`config.mk`:
```
export PLATFORM = sky130hd
export DESIGN_NAME = ecap_top
export DESIGN_NICKNAME = d
export VERILOG_FILES = /design/src/rtl/ecap_pkg.sv /design/src/rtl/ecap_edge_sel.sv /design/src/rtl/ecap_fifo.sv /design/src/rtl/ecap_irq_div.sv /design/src/rtl/ecap_top.sv
export SDC_FILE = /design/constraint.sdc
export NUM_CORES = 1
export LEC_CHECK = 0
export BUFFER_PORTS_ARGS = -buffer_cell sky130_fd_sc_hd__buf_2
export CELL_PAD_IN_SITES_DETAIL_PLACEMENT = 1
export CELL_PAD_IN_SITES_GLOBAL_PLACEMENT = 1
export CORE_ASPECT_RATIO = 1.25
export CORE_MARGIN = 2
export CORE_UTILIZATION = 35
export CTS_CLUSTER_DIAMETER = 60
export CTS_CLUSTER_SIZE = 20
export DETAILED_ROUTE_END_ITERATION = 8
export PLACE_DENSITY_LB_ADDON = 0.12
export REMOVE_ABC_BUFFERS = 1
export SYNTH_ARGS = -nofsm -noshare
export SYNTH_HDL_FRONTEND = slang
export SYNTH_HIERARCHICAL = 1
export SYNTH_SLANG_ARGS = --single-unit
```
`constraint.sdc`:
```
create_clock -name clk -period 11.6 [get_ports clk]
set_clock_uncertainty 0.1 [all_clocks]
set_input_delay 0.58 -clock clk [delete_from_list [all_inputs] [get_ports clk]]
set_output_delay 0.58 -clock clk [all_outputs]
set_load 0.1 [all_outputs]
```
`src/rtl/ecap_pkg.sv`:
```
// Shared encodings for the edge timestamp capture unit: mode codes,
// control bit positions, writable mask and register addresses.
package ecap_pkg;
    typedef enum logic [2:0] {
        M_OFF     = 3'd0,
        M_BOTH    = 3'd1,
        M_FALL    = 3'd2,
        M_RISE    = 3'd3,
        M_DIV4    = 3'd4,
        M_DIV16   = 3'd5,
        M_FIRST   = 3'd6,
        M_IRQONLY = 3'd7
    } cap_mode_e;

    localparam int CTRL_W  = 16;
    localparam int ADDR_W  = 5;
    localparam int B_NE    = 3;
    localparam int B_OV    = 4;
    localparam int B_TSEL  = 7;
    localparam int B_WIDE  = 8;
    localparam int B_FRISE = 9;
    localparam int B_FRZ   = 14;
    localparam int B_ON    = 15;

    localparam logic [CTRL_W-1:0] CTRL_WMASK = 16'hC3E7;

    localparam logic [ADDR_W-1:0] A_CTRL = 5'h00;
    localparam logic [ADDR_W-1:0] A_CLR  = 5'h04;
    localparam logic [ADDR_W-1:0] A_SET  = 5'h08;
    localparam logic [ADDR_W-1:0] A_INV  = 5'h0C;
    localparam logic [ADDR_W-1:0] A_BUF  = 5'h10;
endpackage

```
`src/rtl/ecap_edge_sel.sv`:
```
// Edge qualifier: finds rising and falling edges on the capture input and
// turns them into capture events according to the mode, including the
// rising-edge prescaler and the first-edge state of mode 6.
// Assumes pin is synchronised already; clear and active come from the
// registered control word.
module ecap_edge_sel
    import ecap_pkg::*;
#(
    parameter int PRE_SHORT = 4,
    parameter int PRE_LONG  = 16
) (
    input  logic      clk,
    input  logic      rst_n,
    input  logic      clear,
    input  logic      active,
    input  cap_mode_e mode,
    input  logic      first_rise,
    input  logic      pin,
    output logic      cap_evt,
    output logic      bare_evt
);
    localparam int PW = $clog2(PRE_LONG);

    logic          pin_q;
    logic [PW-1:0] pre_q;
    logic          first_done_q;
    logic          rise, fall, pre_hit, prescaled;
    logic [PW-1:0] pre_lim;

    assign rise      = pin & ~pin_q;
    assign fall      = ~pin & pin_q;
    assign prescaled = (mode == M_DIV4) || (mode == M_DIV16);
    assign pre_lim   = (mode == M_DIV4) ? PW'(PRE_SHORT - 1) : PW'(PRE_LONG - 1);
    assign pre_hit   = rise && (pre_q >= pre_lim);

    // Decode the mode into a capture event or an interrupt-only event.
    always_comb begin
        cap_evt  = 1'b0;
        bare_evt = 1'b0;
        if (active && !clear) begin
            case (mode)
                M_BOTH:    cap_evt = rise | fall;
                M_FALL:    cap_evt = fall;
                M_RISE:    cap_evt = rise;
                M_DIV4,
                M_DIV16:   cap_evt = pre_hit;
                M_FIRST:   cap_evt = first_done_q ? (rise | fall)
                                                  : (first_rise ? rise : fall);
                M_IRQONLY: bare_evt = rise;
                default:   cap_evt = 1'b0;
            endcase
        end
    end

    // Keep the previous pin level so that edges can be found.
    always_ff @(posedge clk) begin
        if (!rst_n) pin_q <= 1'b0;
        else        pin_q <= pin;
    end

    // Count rising edges in the prescaled modes.
    always_ff @(posedge clk) begin
        if (!rst_n || clear)                 pre_q <= '0;
        else if (active && prescaled && rise) pre_q <= pre_hit ? '0 : pre_q + 1'b1;
    end

    // Record that mode 6 has made its first capture.
    always_ff @(posedge clk) begin
        if (!rst_n || clear)                       first_done_q <= 1'b0;
        else if (mode == M_FIRST && cap_evt)       first_done_q <= 1'b1;
    end
endmodule

```
`src/rtl/ecap_fifo.sv`:
```
// Small capture buffer. A push is accepted when there is space or when a
// pop happens in the same cycle. A pop on an empty buffer is ignored.
// Flush empties the buffer. Assumes DEPTH >= 2.
module ecap_fifo #(
    parameter int DEPTH = 4,
    parameter int W     = 32,
    localparam int AW   = $clog2(DEPTH),
    localparam int FW   = $clog2(DEPTH + 1)
) (
    input  logic          clk,
    input  logic          rst_n,
    input  logic          flush,
    input  logic          push,
    input  logic          pop,
    input  logic [W-1:0]  din,
    output logic [W-1:0]  dout,
    output logic [FW-1:0] fill,
    output logic          full
);
    logic [W-1:0]  mem [DEPTH];
    logic [AW-1:0] wp, rp;
    logic          do_pop, do_push;

    function automatic logic [AW-1:0] bump(input logic [AW-1:0] p);
        return (p == AW'(DEPTH - 1)) ? '0 : p + 1'b1;
    endfunction

    assign full    = (fill == FW'(DEPTH));
    assign do_pop  = pop && (fill != '0);
    assign do_push = push && (!full || do_pop);
    assign dout    = mem[rp];

    // Store the incoming stamp.
    always_ff @(posedge clk) begin
        if (do_push && !flush) mem[wp] <= din;
    end

    // Move the pointers and the fill count.
    always_ff @(posedge clk) begin
        if (!rst_n || flush) begin
            wp   <= '0;
            rp   <= '0;
            fill <= '0;
        end else begin
            if (do_push) wp <= bump(wp);
            if (do_pop)  rp <= bump(rp);
            fill <= fill + FW'(do_push) - FW'(do_pop);
        end
    end
endmodule

```
`src/rtl/ecap_irq_div.sv`:
```
// Interrupt rate divider: gives one registered pulse for each rate+1
// capture events. A direct request, used in interrupt-only mode, pulses
// on every event.
module ecap_irq_div #(
    parameter int RW = 2
) (
    input  logic          clk,
    input  logic          rst_n,
    input  logic          clear,
    input  logic          evt,
    input  logic          direct,
    input  logic [RW-1:0] rate,
    output logic          irq
);
    logic [RW-1:0] cnt_q;
    logic          hit;

    assign hit = evt && (cnt_q >= rate);

    // Count capture events until the chosen rate is reached.
    always_ff @(posedge clk) begin
        if (!rst_n || clear) cnt_q <= '0;
        else if (evt)        cnt_q <= hit ? '0 : cnt_q + 1'b1;
    end

    // Register the interrupt pulse.
    always_ff @(posedge clk) begin
        if (!rst_n) irq <= 1'b0;
        else        irq <= !clear && (direct || hit);
    end
endmodule

```
`src/rtl/ecap_top.sv`:
```
// Edge timestamp capture unit top: control word and its aliases, status,
// stamp selection, overflow tracking and registered read data.
// Assumes single-cycle bus strobes and a synchronised capture input.
module ecap_top
    import ecap_pkg::*;
#(
    parameter int TMR_W = 16,
    parameter int DEPTH = 4,
    localparam int DW   = 2 * TMR_W,
    localparam int FW   = $clog2(DEPTH + 1)
) (
    input  logic              clk,
    input  logic              rst_n,
    input  logic              cap_pin,
    input  logic              freeze_in,
    input  logic [TMR_W-1:0]  tmr_a,
    input  logic [TMR_W-1:0]  tmr_b,
    input  logic              bus_wr,
    input  logic              bus_rd,
    input  logic [ADDR_W-1:0] bus_addr,
    input  logic [CTRL_W-1:0] bus_wdata,
    output logic [DW-1:0]     rd_data,
    output logic              irq_pulse
);
    logic [CTRL_W-1:0] ctrl_q, wmask, ctrl_view;
    logic              ovf_q, active, clear, pop, cap_evt, bare_evt, full;
    logic [DW-1:0]     stamp, head, last_q;
    logic [FW-1:0]     fill;
    cap_mode_e         mode;

    assign mode   = cap_mode_e'(ctrl_q[2:0]);
    assign active = ctrl_q[B_ON] && !(ctrl_q[B_FRZ] && freeze_in);
    assign clear  = !ctrl_q[B_ON] || (mode == M_OFF);
    assign pop    = bus_rd && (bus_addr == A_BUF);
    assign wmask  = bus_wdata & CTRL_WMASK;
    assign stamp  = ctrl_q[B_WIDE] ? {tmr_b, tmr_a}
                                   : {{TMR_W{1'b0}}, (ctrl_q[B_TSEL] ? tmr_b : tmr_a)};

    // Show the control word with the live status bits.
    always_comb begin
        ctrl_view        = ctrl_q;
        ctrl_view[B_NE]  = (fill != '0);
        ctrl_view[B_OV]  = ovf_q;
    end

    ecap_edge_sel u_edge (
        .clk       (clk),
        .rst_n     (rst_n),
        .clear     (clear),
        .active    (active),
        .mode      (mode),
        .first_rise(ctrl_q[B_FRISE]),
        .pin       (cap_pin),
        .cap_evt   (cap_evt),
        .bare_evt  (bare_evt)
    );

    ecap_fifo #(.DEPTH(DEPTH), .W(DW)) u_fifo (
        .clk  (clk),
        .rst_n(rst_n),
        .flush(clear),
        .push (cap_evt),
        .pop  (pop),
        .din  (stamp),
        .dout (head),
        .fill (fill),
        .full (full)
    );

    ecap_irq_div #(.RW(2)) u_irq (
        .clk   (clk),
        .rst_n (rst_n),
        .clear (clear),
        .evt   (cap_evt),
        .direct(bare_evt),
        .rate  (ctrl_q[6:5]),
        .irq   (irq_pulse)
    );

    // Apply whole-word and clear/set/invert alias writes.
    always_ff @(posedge clk) begin
        if (!rst_n) ctrl_q <= '0;
        else if (bus_wr) begin
            case (bus_addr)
                A_CTRL:  ctrl_q <= wmask;
                A_CLR:   ctrl_q <= ctrl_q & ~wmask;
                A_SET:   ctrl_q <= ctrl_q | wmask;
                A_INV:   ctrl_q <= ctrl_q ^ wmask;
                default: ctrl_q <= ctrl_q;
            endcase
        end
    end

    // Keep the overflow flag until the unit is cleared.
    always_ff @(posedge clk) begin
        if (!rst_n || clear)               ovf_q <= 1'b0;
        else if (cap_evt && full && !pop)  ovf_q <= 1'b1;
    end

    // Keep the most recently removed stamp for reads of an empty buffer.
    always_ff @(posedge clk) begin
        if (!rst_n)                 last_q <= '0;
        else if (pop && fill != '0) last_q <= head;
    end

    // Register the read data.
    always_ff @(posedge clk) begin
        if (!rst_n) rd_data <= '0;
        else if (bus_rd) begin
            case (bus_addr)
                A_CTRL:  rd_data <= DW'(ctrl_view);
                A_BUF:   rd_data <= (fill != '0) ? head : last_q;
                default: rd_data <= '0;
            endcase
        end
    end
endmodule

```
# Word level (Yosys, flattened, before mapping)
# Memories as Yosys holds them, arrays and structs flattened. A register that Yosys moved wholly into a read port is not among the register bits.
# Cells that the tools add are included.
# word_totals
rom_bits,0
output_inout_bits,33
elab_cells,96
regBits,97
ram_bits,128
in_bits,59
latchBits,0
mem_count,1
# op_classes
mux,20
n_mul,0
n_lt_le_gt_ge,2
n_eq_ne,14
bitwise,9
n_reduce_logical,32
add_sub_neg,6
shift,0
n_div,0
# mem_list
name,words,word_bits,rd,rd_ports_with_merged_regs,wr,line,text
u_fifo.mem,4,32,1,1,1,ecap_fifo.sv:20,logic [W-1:0] mem [DEPTH];
# ops
op,count
2-to-1 mux 32 bit,2
case mux 16 bit (4 select lines),1
case mux 32 bit (2 select lines),1
bitwise AND 16 bit,1
2-to-1 mux 16 bit,1
NOT 16 bit,1
OR 16 bit,1
XOR 16 bit,1
== test 3 bit (second input constant),5
logical AND 1 bit,15
== test 5 x 4 -> 1 bit (second input constant),2
2-to-1 mux 2 bit,5
2-to-1 mux 4 bit,2
2-to-1 mux 1 bit,7
adder 2 x 1 -> 2 bit (second input constant),3
== test 3 x 2 -> 1 bit (second input constant),2
logical NOT 1 bit,6
== test 5 x 3 -> 1 bit (second input constant),1
== test 5 bit (second input constant),1
logical NOT 5 bit,1
logical OR 1 bit,5
case mux 1 bit (5 select lines),1
adder 4 x 1 -> 4 bit (second input constant),1
== test 2 bit (second input constant),2
other kinds (13),15

# Depth between registers and ports, before layout
# logic_depth
word_depth,10
ltp_mapped,14

# Cells and area by module
# The synthesis kept the hierarchy.
# by_module_without_submodules
mod,area_per_inst_um2,instances,cells_each
ecap_fifo,5102.4,1,217
ecap_top,4160.2,1,470
ecap_edge_sel,442.9,1,54
ecap_irq_div,211.5,1,24

# Least setup slack after synthesis
# OpenSTA, ideal clock, no wires.
# synth_path
path_kind,input -> register
from,input cap_pin
to,"memory u_fifo.mem[0][0], enable pin"
arrival_time_ns,4.058
required_time_ns,11.032
stages,8
path_buffers,0
path_slack_ns,6.974
path_cell_list,inv_1 > ha_1 > nor3b_1 > a21oi_1 > o21ai_0 > o21a_1 > nand2_4 > nor3b_1
# synth_via
elab_chain_cells,10
# synth_lines
element,line,text
from (decl),ecap_top.sv:14,"input logic cap_pin,"
NOT 1 bit,ecap_edge_sel.sv:31,assign fall = ~pin & pin_q;
bitwise AND 1 bit,ecap_edge_sel.sv:31,
2-to-1 mux 1 bit or OR 1 bit (tied branches),"ecap_edge_sel.sv:48, ecap_edge_sel.sv:42, ecap_edge_sel.sv:47",
2-to-1 mux 1 bit,ecap_edge_sel.sv:47,M_FIRST: cap_evt = first_done_q ? (rise | fall)
case mux 1 bit (5 select lines) *,ecap_edge_sel.sv:41,case (mode)
2-to-1 mux 1 bit *,ecap_edge_sel.sv:40,if (active && !clear) begin
net cap_evt,ecap_top.sv:26,"logic ovf_q, active, clear, pop, cap_evt, bare_evt, full;"
logical AND 1 bit *,ecap_fifo.sv:30,assign do_push = push && (!full || do_pop);
logical AND 1 bit *,ecap_fifo.sv:35,if (do_push && !flush) mem[wp] <= din;
2-to-1 mux 1 bit *,ecap_fifo.sv:35,
2-to-1 mux 1 bit (not written as such) *,ecap_fifo.sv:35,
to (decl),ecap_fifo.sv:20,
# The timed path passes the listed nets; every way through them passes the cells marked *.

# Worst setup path after layout
# layout_path
from,register ctrl_q[2]
to,"memory u_fifo.mem[0][22], enable pin"
# layout_via
elab_chain_cells,10
# layout_lines
element,line,text
from (decl),ecap_top.sv:25,"logic [CTRL_W-1:0] ctrl_q, wmask, ctrl_view;"
from (signal assigned),ecap_top.sv:85,A_CTRL: ctrl_q <= wmask;
from (signal assigned),ecap_top.sv:86,A_CLR: ctrl_q <= ctrl_q & ~wmask;
from (signal assigned),ecap_top.sv:87,A_SET: ctrl_q <= ctrl_q | wmask;
== test 3 bit,"ecap_edge_sel.sv:33, ecap_edge_sel.sv:41",
2-to-1 mux 4 bit,ecap_edge_sel.sv:33,assign pre_lim = (mode == M_DIV4) ? PW'(PRE_SHORT - 1) : PW'(PRE_LONG - 1);
>= comparator 4 bit,ecap_edge_sel.sv:34,assign pre_hit = rise && (pre_q >= pre_lim);
logical AND 1 bit,ecap_edge_sel.sv:34,
case mux 1 bit (5 select lines),ecap_edge_sel.sv:41,
2-to-1 mux 1 bit *,ecap_edge_sel.sv:40,
net cap_evt,ecap_top.sv:26,
logical AND 1 bit *,ecap_fifo.sv:30,
logical AND 1 bit *,ecap_fifo.sv:35,
2-to-1 mux 1 bit *,ecap_fifo.sv:35,
2-to-1 mux 1 bit (not written as such) *,ecap_fifo.sv:35,
# Marks and branches as above.

==> impl_metrics.toml <==
[final_layout]
nNetsFinal = 930
diodes = 0
register_area_um2 = 5710
drive_gt1_frac = 0.244
multi_input_area_um2 = 3820
nFillCells = 2945
design_area_um2 = 11300
area_growth_pct = 14.4

[global_routing]
grt_pass1_vias = 6849
grt_pass1_wl_um = 38200
antenna_found_initial = 0
grt_usage = 0.165
grt.overflow.total = 0
grt_max_degree = 53

[pwr]
vdd_ir_drop_max_uv = 102
power_density_nw_per_um2 = 142
p_sw_w = 0.000365
swShare = 0.227
power_w = 0.00161
p_leak_nw = 4.12
internal_power_w = 0.00124
seqPwrFrac = 0.516
combPwrFrac = 0.036
power_frac_clock = 0.448

[cts]
insertion_delay_ps = 500
cts-buffers-inserted = 20
cts_tree = "built"
cts-root-buf = "clkbuf_16"
cts_setup_buffers = 0
clockBufferDepth = 3
cts_resized = 0
htree_levels = 1
clk_pin_slew_ps = 70
hold_buffers = 0
cts_sinks = 221

[synthesis]
synth_edf_count = 128
yosys.area_share.simple = 0.120
synthMuxAreaShare = 0.161
ys_ff_latch = 221
ys_types = 54
synthCells = 765
synth.top_cells.by_count = "edfxtp_1 (128), nand2_1 (125), dfxtp_1 (93)"
syn-cell-area_um2 = 9920
syn_avg_cell_area_um2 = 13.0
async_flop_share = 0
yosysSeqAreaShare = 0.575
synth_flop_cell = "edfxtp_1"
yosysMostFrequentCell = "edfxtp_1"
synth_top_family_by_area = "multiplexers"
synth-adder-area-share = 0.0411
ys_warn_count = 6
synth_xor_area_frac = 0.000883
synth_top_area_frac = 0.388
synth_top_area_cell = "edfxtp_1"
synth-compound-area-share = 0.0601
yosys-top-cells-area = "edfxtp_1 (39%), dfxtp_1 (19%), mux4_2 (8.6%)"

[timing]
rsz0062_at_grt = "no"
clock.fmax_mhz = 280
post-route-period-util = 0.307
worst_pin_slew_ps = 1100
setup_viol = 0
hold-worst-slack_ps = 238
min_period_ps = 3570
hold_viol = 0
slew_viol_final = 0
fin_tns_setup_ps = 0
max_slew_margin = 0.267

[routing]
drtPass1Iterations = 4
wirelength_um = 24000
drc_errors = 0
dr_total_vias = 6267
drtIter0Drc = 305
wl_per_cell_um = 20.0
vias_per_cell = 5.21
ant_nets = 0

[place]
portBuffers = 85
gp_congestion = 0.698
place_area_um2 = 10600
dp_hpwl_um = 15100

[floorplan]
num_rows = 68
io_pins = 92
die_w_um = 155
die_h_um = 192
core-area_um2 = 27700
die-area_um2 = 29700
initial_core_util = 0.358

[hold_path]
hold_class = "in -> reg"

[outcome]
status = "finished clean"

[critical_path]
cp.arrival_ps = 3630
critPathLaunchType = "flop"
critPathCaptureType = "flop"
crit_fanout = 25
critPathKind = "reg -> reg"
cp_data_required_time_ps = 11660

[flow_run]
cap_viol_max_count = 0
stage by stage:
| step | instances | setup slack [ps] | utilization |
|---|---|---|---|
| after floorplan | 721 | 6960 | - |
| after global placement | 1167 | 7920 | 0.383 |
| after detailed placement | 1167 | 7820 | 0.383 |
| after CTS | 1202 | 7940 | 0.409 |
| after global routing | 1202 | 7720 | 0.409 |
| final | 1202 | 8030 | 0.409 |
path summary, 6_finish.rpt:
kind / startpoint / to / slack (ps) / cells after the start
setup reg to reg: ctrl_q[2] / u_fifo/mem[0][22] / 8030 / 7
hold / removal: cap_pin / u_edge/pin_q / 240 / 2
setup / recovery: ctrl_q[2] / u_fifo/mem[0][22] / 8030 / 7
hold reg to reg: rd_data[24] / rd_data[24] / 350 / 2
worst max-delay path: stages (launching register included):
cell	delay [ps]
dfxtp_1	570
nor3b_2	380
a21oi_1	160
nor4_1	290
o21a_1	400
nand2_4	160
nor3b_2	650
buf_4	490
logic make-up (layout without fill, tap and decap cells):
| family | count (synthesis) | count (layout) |
|---|---|---|
| simple gates | 228 | 228 |
| mux | 110 | 110 |
| flops | 221 | 221 |
| buf+inv | 83 | 170 |
| compound gates | 90 | 90 |
| xor+xnor | 1 | 1 |
| fa+ha+maj | 32 | 32 |
cell usage in the layout, fill, tap and decap left out, drive strengths merged, types with 24 or more instances in the layout:
cell | Yosys | layout
ha | 31 | 31
edfxtp | 128 | 128
and2 | 24 | 24
nand2 | 126 | 126
buf | 25 | 96
o21ai | 34 | 34
mux4 | 38 | 38
dfxtp | 93 | 93
inv | 39 | 43
mux2i | 54 | 54
layout make-up:
cell class | count | share of cell area
clock buffers | 22 | 0.0466
clock inverters | 13 | 0.0174
inverters | 39 | 0.0129
multi-input cells | 461 | 0.337
flip-flops and latches | 221 | 0.503
well taps | 350 | 0.0386
repair buffers | 96 | 0.0448
state kept, by name, summed over array words and instances, names as in the netlist, 2 cells and up, named ones only:
signal and count:
u_fifo/fill 3, u_edge/pre_q 4, u_irq/cnt_q 2, last_q 32
u_fifo/mem 128, u_fifo/wp 2, rd_data 32, u_fifo/rp 2
ctrl_q 10
power groups by stage:
| stage | combinational [W] | sequential, W | clock (W) |
|---|---|---|---|
| after CTS | 0.0000599 | 0.000830 | 0.000747 |
| after global placement | 0.0000560 | 0.000848 | 0 |
| after global routing | 0.0000656 | 0.000830 | 0.000773 |
| final | 0.0000585 | 0.000829 | 0.000720 |
| after floorplan | 0.0000273 | 0.000848 | 0 |
| after detailed placement | 0.0000596 | 0.000848 | 0 |
per-layer routing:
layer,part of all wire,track usage,wire length [um],vias to the layer above
met5,0,0,0,-
met4,0.017,0.0374,413,0
met3,0.041,0.0241,997,26
met2,0.51,0.309,12300,106
met1,0.43,0.201,10300,3201
li1,-,-,-,2934
Note: power is estimated with default switching activity, not from simulation.
